File: src/rtl/dmacu_pkg.sv
package dmacu_pkg;
   localparam int BYTE_W = 8;
   typedef enum logic {SEL_ADDR = 1'b0, SEL_CNT = 1'b1} dmacu_sel_e;
endpackage

File: src/rtl/dmacu_byteptr.sv
module dmacu_byteptr (
   input  logic clk,
   input  logic rst_n,
   input  logic clr,
   input  logic flip,
   output logic hi_o
);
   logic ptr_q;
   always_ff @(posedge clk) begin
      if (!rst_n)    ptr_q <= 1'b0;
      else if (clr)  ptr_q <= 1'b0;
      else if (flip) ptr_q <= ~ptr_q;
   end
   assign hi_o = ptr_q;
endmodule

File: src/rtl/dmacu_chan.sv
module dmacu_chan #(
   parameter int AW = 16,
   parameter int CW = 16
) (
   input  logic          clk,
   input  logic          rst_n,
   input  logic          wr_a_lo,
   input  logic          wr_a_hi,
   input  logic          wr_c_lo,
   input  logic          wr_c_hi,
   input  logic [7:0]    wr_byte,
   input  logic          mode_wr,
   input  logic          mode_auto,
   input  logic          mode_dec,
   input  logic          mask_wr,
   input  logic          mask_val,
   input  logic          step,
   input  logic          ext_end,
   input  logic          block_reload,
   output logic [AW-1:0] addr_o,
   output logic [CW-1:0] cnt_o,
   output logic          tc_o,
   output logic          mask_o
);
   import dmacu_pkg::*;
   localparam int AHI = AW - BYTE_W;
   localparam int CHI = CW - BYTE_W;

   logic [AW-1:0] base_a, cur_a, a_next;
   logic [CW-1:0] base_c, cur_c;
   logic          auto_q, dec_q, tc_q, mask_q;
   logic          step_tc, finish, reload;

   always_comb begin
      step_tc = step && (cur_c == '0);
      finish  = step_tc || ext_end;
      reload  = auto_q && (step_tc || (ext_end && !block_reload));
      a_next  = dec_q ? cur_a - AW'(1) : cur_a + AW'(1);
   end

   always_ff @(posedge clk) begin
      if (!rst_n) begin
         base_a <= '0;
         cur_a  <= '0;
         base_c <= '0;
         cur_c  <= '0;
         auto_q <= 1'b0;
         dec_q  <= 1'b0;
         tc_q   <= 1'b0;
         mask_q <= 1'b1;
      end else begin
         if (mode_wr) begin
            auto_q <= mode_auto;
            dec_q  <= mode_dec;
         end
         if (wr_a_lo) begin
            base_a[BYTE_W-1:0] <= wr_byte;
            cur_a[BYTE_W-1:0]  <= wr_byte;
         end else if (wr_a_hi) begin
            base_a[AW-1:BYTE_W] <= wr_byte[AHI-1:0];
            cur_a[AW-1:BYTE_W]  <= wr_byte[AHI-1:0];
         end else if (reload) begin
            cur_a <= base_a;
         end else if (step) begin
            cur_a <= a_next;
         end
         if (wr_c_lo) begin
            base_c[BYTE_W-1:0] <= wr_byte;
            cur_c[BYTE_W-1:0]  <= wr_byte;
         end else if (wr_c_hi) begin
            base_c[CW-1:BYTE_W] <= wr_byte[CHI-1:0];
            cur_c[CW-1:BYTE_W]  <= wr_byte[CHI-1:0];
         end else if (reload) begin
            cur_c <= base_c;
         end else if (step) begin
            cur_c <= cur_c - CW'(1);
         end
         tc_q <= step_tc;
         if (finish && !reload) mask_q <= 1'b1;
         else if (mask_wr)      mask_q <= mask_val;
      end
   end

   assign addr_o = cur_a;
   assign cnt_o  = cur_c;
   assign tc_o   = tc_q;
   assign mask_o = mask_q;
endmodule

File: src/rtl/dma_cnt_unit.sv
module dma_cnt_unit #(
   parameter int NUM_CH = 4,
   parameter int AW     = 16,
   parameter int CW     = 16,
   localparam int CHW   = (NUM_CH > 1) ? $clog2(NUM_CH) : 1
) (
   input  logic                 clk,
   input  logic                 rst_n,
   input  logic                 wr_en,
   input  logic                 wr_sel,
   input  logic [CHW-1:0]       wr_ch,
   input  logic [7:0]           wr_data,
   input  logic                 clr_ptr,
   input  logic                 mode_wr,
   input  logic [CHW-1:0]       mode_ch,
   input  logic                 mode_auto,
   input  logic                 mode_dec,
   input  logic                 mask_wr,
   input  logic [CHW-1:0]       mask_ch,
   input  logic                 mask_val,
   input  logic                 step,
   input  logic [CHW-1:0]       step_ch,
   input  logic                 ext_eop,
   input  logic                 m2m,
   output logic [NUM_CH*AW-1:0] addr_o,
   output logic [NUM_CH*CW-1:0] cnt_o,
   output logic [NUM_CH-1:0]    tc_o,
   output logic [NUM_CH-1:0]    mask_o
);
   import dmacu_pkg::*;

   if (NUM_CH < 2) begin : g_bad_ch
      $error("dma_cnt_unit: NUM_CH must be at least 2 for memory-to-memory pairing");
   end
   if (AW <= BYTE_W || AW > 2*BYTE_W) begin : g_bad_aw
      $error("dma_cnt_unit: AW must lie in 9..16 for two byte writes");
   end
   if (CW <= BYTE_W || CW > 2*BYTE_W) begin : g_bad_cw
      $error("dma_cnt_unit: CW must lie in 9..16 for two byte writes");
   end

   logic ptr_hi;

   dmacu_byteptr u_ptr (
      .clk  (clk),
      .rst_n(rst_n),
      .clr  (clr_ptr),
      .flip (wr_en),
      .hi_o (ptr_hi)
   );

   for (genvar c = 0; c < NUM_CH; c++) begin : g_ch
      logic sel_w, a_lo, a_hi, c_lo, c_hi, ext_c, blk_c, step_c;
      assign sel_w  = wr_en && (wr_ch == CHW'(c));
      assign a_lo   = sel_w && (wr_sel == SEL_ADDR) && !ptr_hi;
      assign a_hi   = sel_w && (wr_sel == SEL_ADDR) &&  ptr_hi;
      assign c_lo   = sel_w && (wr_sel == SEL_CNT)  && !ptr_hi;
      assign c_hi   = sel_w && (wr_sel == SEL_CNT)  &&  ptr_hi;
      assign step_c = step && (step_ch == CHW'(c));
      if (c < 2) begin : g_pair
         assign ext_c = m2m ? ext_eop : (ext_eop && step_c);
      end else begin : g_solo
         assign ext_c = !m2m && ext_eop && step_c;
      end
      if (c == 0) begin : g_src
         assign blk_c = m2m;
      end else begin : g_oth
         assign blk_c = 1'b0;
      end

      dmacu_chan #(.AW(AW), .CW(CW)) u_chan (
         .clk         (clk),
         .rst_n       (rst_n),
         .wr_a_lo     (a_lo),
         .wr_a_hi     (a_hi),
         .wr_c_lo     (c_lo),
         .wr_c_hi     (c_hi),
         .wr_byte     (wr_data),
         .mode_wr     (mode_wr && (mode_ch == CHW'(c))),
         .mode_auto   (mode_auto),
         .mode_dec    (mode_dec),
         .mask_wr     (mask_wr && (mask_ch == CHW'(c))),
         .mask_val    (mask_val),
         .step        (step_c),
         .ext_end     (ext_c),
         .block_reload(blk_c),
         .addr_o      (addr_o[c*AW +: AW]),
         .cnt_o       (cnt_o[c*CW +: CW]),
         .tc_o        (tc_o[c]),
         .mask_o      (mask_o[c])
      );
   end
endmodule

File: config.mk
export PLATFORM = sky130hd
export DESIGN_NAME = dma_cnt_unit
export DESIGN_NICKNAME = d
export VERILOG_FILES = /design/src/rtl/dmacu_pkg.sv /design/src/rtl/dmacu_byteptr.sv /design/src/rtl/dmacu_chan.sv /design/src/rtl/dma_cnt_unit.sv
export SDC_FILE = /design/constraint.sdc
export NUM_CORES = 1
export LEC_CHECK = 0
export CORE_MARGIN = 2
export CORE_UTILIZATION = 52
export DETAILED_ROUTE_END_ITERATION = 16
export GPL_TIMING_DRIVEN = 0
export HOLD_SLACK_MARGIN = 0.06
export PLACE_DENSITY = 0.88
export SLEW_MARGIN = 20
export SYNTH_ARGS = -nofsm -noshare
export SYNTH_HDL_FRONTEND = slang
export SYNTH_SLANG_ARGS = --single-unit
export TNS_END_PERCENT = 50
File: constraint.sdc
create_clock -name clk -period 2.45 [get_ports clk]
set_input_delay 0.49 -clock clk [delete_from_list [all_inputs] [get_ports clk]]
set_output_delay 0.49 -clock clk [all_outputs]
set_load 0.1 [all_outputs]
**After elaboration in Yosys (flattened, before gate mapping)**

Cells that the tools add are included.

- Flip-flop bits (word level): 273
- Bits of input ports: 29

- Add/subtract/negate cells: 12
- Eq/ne operators: 20
- Muxes and demuxes: 46
- Bitwise operators: 11
- Reductions and logical operators: 122

Operators by type and width:

| operator | number |
|---|---|
| $mux W16 | 20 |
| $mux W8 | 24 |
| $sub A16 B1 Y16 const B | 8 |
| $add A16 B1 Y16 const B | 4 |
| $logic_not A16 Y1 | 4 |
| $logic_and A1 B1 Y1 | 58 |
| $reduce_and A2 Y1 | 24 |
| $reduce_bool A3 Y1 | 16 |
| $eq A2 B2 Y1 const B | 8 |
| $ne A2 B2 Y1 const B | 8 |
| $not A1 Y1 | 11 |
| $reduce_or A2 Y1 | 5 |
| $eq A2 B1 Y1 const B | 4 |
| $logic_not A2 Y1 | 4 |
| $logic_not A1 Y1 | 6 |
| $logic_or A1 B1 Y1 | 5 |
| $mux W1 | 2 |

**Logic depth before layout (Yosys ltp)**

- Depth after elaboration: 10
- Mapped depth: 12

**Modules after synthesis**

From an unflattened synthesis, not the netlist that was laid out.

- Cell total of the unflattened synthesis: 1999
- Area total of the unflattened synthesis: 16578.4 µm²

Modules (own cells, without submodules):

| module | instances | cells each | area each (µm²) |
|---|---|---|---|
| dmacu_chan (g_ch[1].u_chan ...) | 3 | 485 | 4056.4 |
| dmacu_chan (g_ch[0].u_chan) | 1 | 493 | 4031.4 |
| dma_cnt_unit | 1 | 48 | 336.6 |
| dmacu_byteptr | 1 | 3 | 41.3 |

**Worst setup path before layout**

No wires, ideal clock.

- Path kind: flip-flop to flip-flop
- Start point: register g_ch[1].u_chan.cur_c[6]
- End point: register g_ch[1].u_chan.cur_a[12]
- Library setup time: 0.089 ns
- Arrival time: 2.969 ns
- Setup slack: -0.608 ns
- Stages on the path, launching flop included: 11
- Period minus slack after synthesis: 3.058 ns
- Cells stage by stage: dfxtp_1 or3_4 or4_4 o31ai_1 and2_1 buf_6 nor2_4 a21oi_4 buf_6 o22ai_1 a311oi_2

- Cells in the longest elaborated chain, start to end: 6

RTL lines:

| element | RTL line | source |
|---|---|---|
| from (decl) | dmacu_chan.sv:30 | `logic [CW-1:0] base_c, cur_c;` |
| from (signal, indexed assignment) | dmacu_chan.sv:69 | `cur_c[BYTE_W-1:0] <= wr_byte;` |
| from (signal, indexed assignment) | dmacu_chan.sv:72 | `cur_c[CW-1:BYTE_W] <= wr_byte[CHI-1:0];` |
| from (signal assigned) | dmacu_chan.sv:74 | `cur_c <= base_c;` |
| $logic_not A16 Y1 (*) | dmacu_chan.sv:35 | `step_tc = step && (cur_c == '0);` |
| $logic_and A1 B1 Y1 (*) | dmacu_chan.sv:35 |  |
| $logic_or A1 B1 Y1 (*) | dmacu_chan.sv:37 | `reload = auto_q && (step_tc \|\| (ext_end && !block_reload));` |
| $logic_and A1 B1 Y1 (*) | dmacu_chan.sv:37 |  |
| $reduce_bool A3 Y1 (no line) / $mux W16 (equally long branches) | - |  |
| $reduce_and A2 Y1 (no line) / $mux W8 (equally long branches) | - |  |
| to (signal, indexed assignment) | dmacu_chan.sv:58 | `cur_a[BYTE_W-1:0] <= wr_byte;` |
| to (signal, indexed assignment) | dmacu_chan.sv:61 | `cur_a[AW-1:BYTE_W] <= wr_byte[AHI-1:0];` |
| to (signal assigned) | dmacu_chan.sv:63 | `cur_a <= base_a;` |
| to (decl) | dmacu_chan.sv:29 | `logic [AW-1:0] base_a, cur_a, a_next;` |

Mark *: on every way between the ends. The rest lies on a longest branch, timed or not.
A chain may end at the register's enable or synchronous reset.

**Worst setup path in the final report**

- Start point: register g_ch[0].u_chan.cur_c[7]
- End point: register g_ch[0].u_chan.cur_a[6]

- Cells in the longest elaborated chain, start to end: 7

RTL lines:

| element | RTL line | source |
|---|---|---|
| from (decl) | dmacu_chan.sv:30 |  |
| from (signal, indexed assignment) | dmacu_chan.sv:69 |  |
| from (signal, indexed assignment) | dmacu_chan.sv:72 |  |
| from (signal assigned) | dmacu_chan.sv:74 |  |
| $logic_not A16 Y1 (*) | dmacu_chan.sv:35 |  |
| $logic_and A1 B1 Y1 (*) | dmacu_chan.sv:35 |  |
| $logic_or A1 B1 Y1 (*) | dmacu_chan.sv:37 |  |
| $logic_and A1 B1 Y1 (*) | dmacu_chan.sv:37 |  |
| $mux W16 | dmacu_chan.sv:62 | `end else if (reload) begin` |
| $mux W8 | dmacu_chan.sv:59 | `end else if (wr_a_hi) begin` |
| $mux W8 | dmacu_chan.sv:56 | `if (wr_a_lo) begin` |
| to (signal, indexed assignment) | dmacu_chan.sv:58 |  |
| to (signal, indexed assignment) | dmacu_chan.sv:61 |  |
| to (signal assigned) | dmacu_chan.sv:63 |  |
| to (decl) | dmacu_chan.sv:29 |  |

Mark *: on every way between the ends. The rest lies on a longest branch, timed or not. The select of a mux whose other input is x is not followed.

==> impl_metrics.yaml <==
setup_path:
  crit_fanout: 6
  cpMostUsedCell: "buf_8"
  crit_type: "reg -> reg"
  crit_arrival_ns: 3.08
  cp_cell_sequence: "or4_4 -> or3_4 -> nor4_4 -> buf_6 -> o211a_4 -> buf_12 -> buf_8 -> buf_8 -> nor2_4 -> a211oi_4 -> nor4_2"
  r2r_slack_ns: -0.21
  slowest_stage: "or4_4"
  cp-end-kind: "flip-flop"
  slowest_delay_ns: 0.53
  startpoint_type: "flip-flop"
  required_ns: 2.87
power_and_ir_drop:
  power_density_nw_per_um2: 627
  p_int_mw: 8.46
  p_seq_frac: 0.369
  power_leakage_nw: 8.39
  peakVddDrop_mv: 0.543
  total_power_mw: 13.1
  p_sw_mw: 4.64
  power.share.clock: 0.358
  p_comb_frac: 0.273
  swShare: 0.354
grt:
  antenna_found_initial: 1
  grtUsageTotal: 0.384
  grt_pass1_wl_um: 94200
  grt_max_degree: 16
  first_global_vias: 17400
  grt_overflow: 0
final_layout:
  utilization: 0.709
  layout-drive-gt1-share: 0.210
  nNetsFinal: 2431
  area_growth_syn_to_layout_pct: 35.1
  multi_input_area_um2: 10300
  final-seq-area_um2: 5630
  fill_cells: 2055
  antennaDiodeCount: 0
clock_network:
  cts_inserted_buffers: 30
  htree_num_levels: 1
  cts.sinks: 273
  cts_tree: "built"
  ctsRootBufferMaster: "clkbuf_16"
  clock_path_buffers: 3
  clock_latency_ns: 0.59
  path_clk_slew_ns: 0.07
  cts_hold_buf: 0
placed_design:
  place.gp.congestion: 0.993
  dpl.hpwl_um: 39700
  io_buffers: 163
  post-place-ws_ns: -1.36
synthesis:
  ys_warn_count: 0
  ys_seq_area_frac: 0.353
  synth_area_um2: 15500
  syn-num-nets: 2147
  synth_seq_cells: 273
  async_flop_share: 0
  synth_edf_count: 0
  syn_inst: 2050
  syn-mean-instance-area_um2: 7.55
  ys_types: 78
  ys.flop_type: "dfxtp_1"
floorplan:
  die_h_um: 176
  ios: 165
  core_region_area_um2: 29500
  die_area_um2: 31100
  rows: 63
  die_w_um: 176
  initial_core_util: 0.525
timing:
  setup_viol: 120
  rsz0062_at_grt: "true"
  finalHoldViolations: 0
  clock_skew_ns: 0.0253
  fin_crit_sh: 1.09
  max-slew-margin-rel: 0.0859
  maxSlewViolCount: 0
  tightest_slew_ns: 1.37
  fin_crit_ns: 2.66
  fin_ws_ns: -0.209
  tns_ns: -8.30
  fmax_mhz: 376
min_path:
  hold_class: "reg -> reg"
routing:
  first_iter_violations: 3239
  drc: 0
  antenna_left: 0
  drt_first_pass_iters: 7
  viasPerCell: 6.86
  vias: 18800
  finalWirelength_um: 65400
  routedWlPerCell_um: 23.8
job:
  maxCapViolations: 0
outcome:
  status: "finished, violations left"
  violations: "negative setup slack"
-- sequential cells by signal, indices dropped and copies added, names as in the netlist --
| name | flops |
|---|---|
| g_ch.u_chan.dec_q | 4 |
| g_ch.u_chan.base_a | 64 |
| g_ch.u_chan.base_c | 64 |
| g_ch.u_chan.mask_o | 4 |
| g_ch.u_chan.auto_q | 4 |
| g_ch.u_chan.tc_o | 4 |
| g_ch.u_chan.cnt_o | 64 |
| u_ptr.hi_o | 1 |
| g_ch.u_chan.addr_o | 64 |
-- logic make-up after synthesis --
group                      share of synthesized area
and+or+nand+nor                                0.224
AOI/OAI and AO/OA                              0.259
DFF                                            0.353
buffers and inverters                         0.0493
xor gates and xnor gates                      0.0481
adders and majority gates                     0.0569
muxes                                        0.00971
-- power by group through the flow --
stage                     logic (mW)  clock network (mW)  registers, mW
after CTS                       3.25                4.61           4.81
after global placement          3.00                   0           4.91
after global routing            3.73                4.81           4.84
after detailed placement        3.05                   0           4.91
final                           3.58                4.69           4.83
after floorplan                 1.43                   0           5.73
-- worst paths after layout --
| check | from | to | depth (start not counted) |
|---|---|---|---|
| worst max-delay path | g_ch[0].u_chan.cnt_o[7] | g_ch[0].u_chan.addr_o[6] | 11 |
| worst min-delay path | g_ch[3].u_chan.base_c[15] | g_ch[3].u_chan.base_c[15] | 2 |
| worst max register to register | g_ch[0].u_chan.cnt_o[7] | g_ch[0].u_chan.addr_o[6] | 11 |
| worst min register to register | g_ch[3].u_chan.base_c[15] | g_ch[3].u_chan.base_c[15] | 2 |
-- critical path, delay by kind of cell, from the launching register on --
kind / cells / cell delay (ns)
AND/OR/NAND/NOR: 5 / 1.17
buffers and inverters: 4 / 0.59
AO/OA/AOI/OAI: 2 / 0.38
flip-flops: 1 / 0.35
-- metal layers --
| layer | routed length (um) | vias up | track usage | part of all wire |
|---|---|---|---|---|
| met4 | 6140 | 0 | 0.264 | 0.094 |
| met3 | 10300 | 555 | 0.0971 | 0.16 |
| met1 | 22100 | 8605 | 0.482 | 0.34 |
| met5 | 0 | - | 0 | 0 |
| li1 | - | 7908 | - | - |
| met2 | 26800 | 1779 | 0.577 | 0.41 |
-- layout make-up --
class	instances	area share
Inverter	23	0.00413
Sequential cell	273	0.269
Timing Repair Buffer	256	0.117
Clock inverter	5	0.00323
Buffer	138	0.0448
Multi-Input combinational cell	1612	0.493
Clock buffer	50	0.0453
Tap cell	390	0.0233
-- through the flow --
step	cells	instance area [um2]	hold slack (ns)
finish	2747	20900	0.457
global route	2747	20900	0.473
CTS	2720	20000	0.401
detailed placement	2603	17800	0.445
global placement	2603	17800	0.441
floorplan	2050	15700	0.432
-- cell usage in the layout, fill, tap and decap left out, types with 13 or more instances in the layout --
master / count
nand2_2: 17
dlygate4sd2_1: 120
dfxtp_2: 49
o221ai_1: 17
clkbuf_1: 76
clkbuf_16: 38
clkbuf_8: 13
nand3_1: 41
ha_1: 59
buf_4: 74
o211ai_1: 70
nor3_1: 42
o21ai_2: 25
or3_1: 16
dfxtp_1: 196
clkdlybuf4s50_1: 25
a21o_1: 13
xnor2_1: 57
mux2i_1: 15
a21oi_2: 27
nor2_1: 98
nand2_1: 439
clkbuf_2: 23
inv_1: 23
o21ai_1: 29
buf_6: 25
buf_8: 16
dfxtp_4: 28
o21ai_0: 84
xor2_1: 27
a31oi_1: 61
a21oi_1: 221
-- Yosys cell counts (10+ instances only) --
master / instances / share of area
nand2_1: 458 / 0.11
dfxtp_1: 273 / 0.35
a21oi_1: 253 / 0.082
o21ai_0: 135 / 0.044
clkbuf_1: 108 / 0.026
nor2_1: 108 / 0.026
o211ai_1: 70 / 0.034
ha_1: 64 / 0.052
a31oi_1: 63 / 0.025
xnor2_1: 58 / 0.033
nor3_1: 51 / 0.016
nand3_1: 48 / 0.016
xor2_1: 27 / 0.015
inv_1: 23 / 0.0056
o221ai_1: 23 / 0.013
or3_1: 20 / 0.0081
nor4_1: 19 / 0.0077
a211oi_1: 17 / 0.0082
mux2i_1: 15 / 0.0097
a21o_1: 13 / 0.0063
buf_4: 13 / 0.0063
nand2b_1: 12 / 0.0049
o22ai_1: 12 / 0.0049
and2_1: 10 / 0.0040
buf_2: 10 / 0.0032
nor2b_1: 10 / 0.0040
-- timing repair --
item,4_1_cts,5_1_grt
resized for setup,372,185
setup buffers,52,25
cloned,13,6
endpoints found under the setup margin,328,191
pin swaps,113,95
Power figures use the tool's default switching activity.
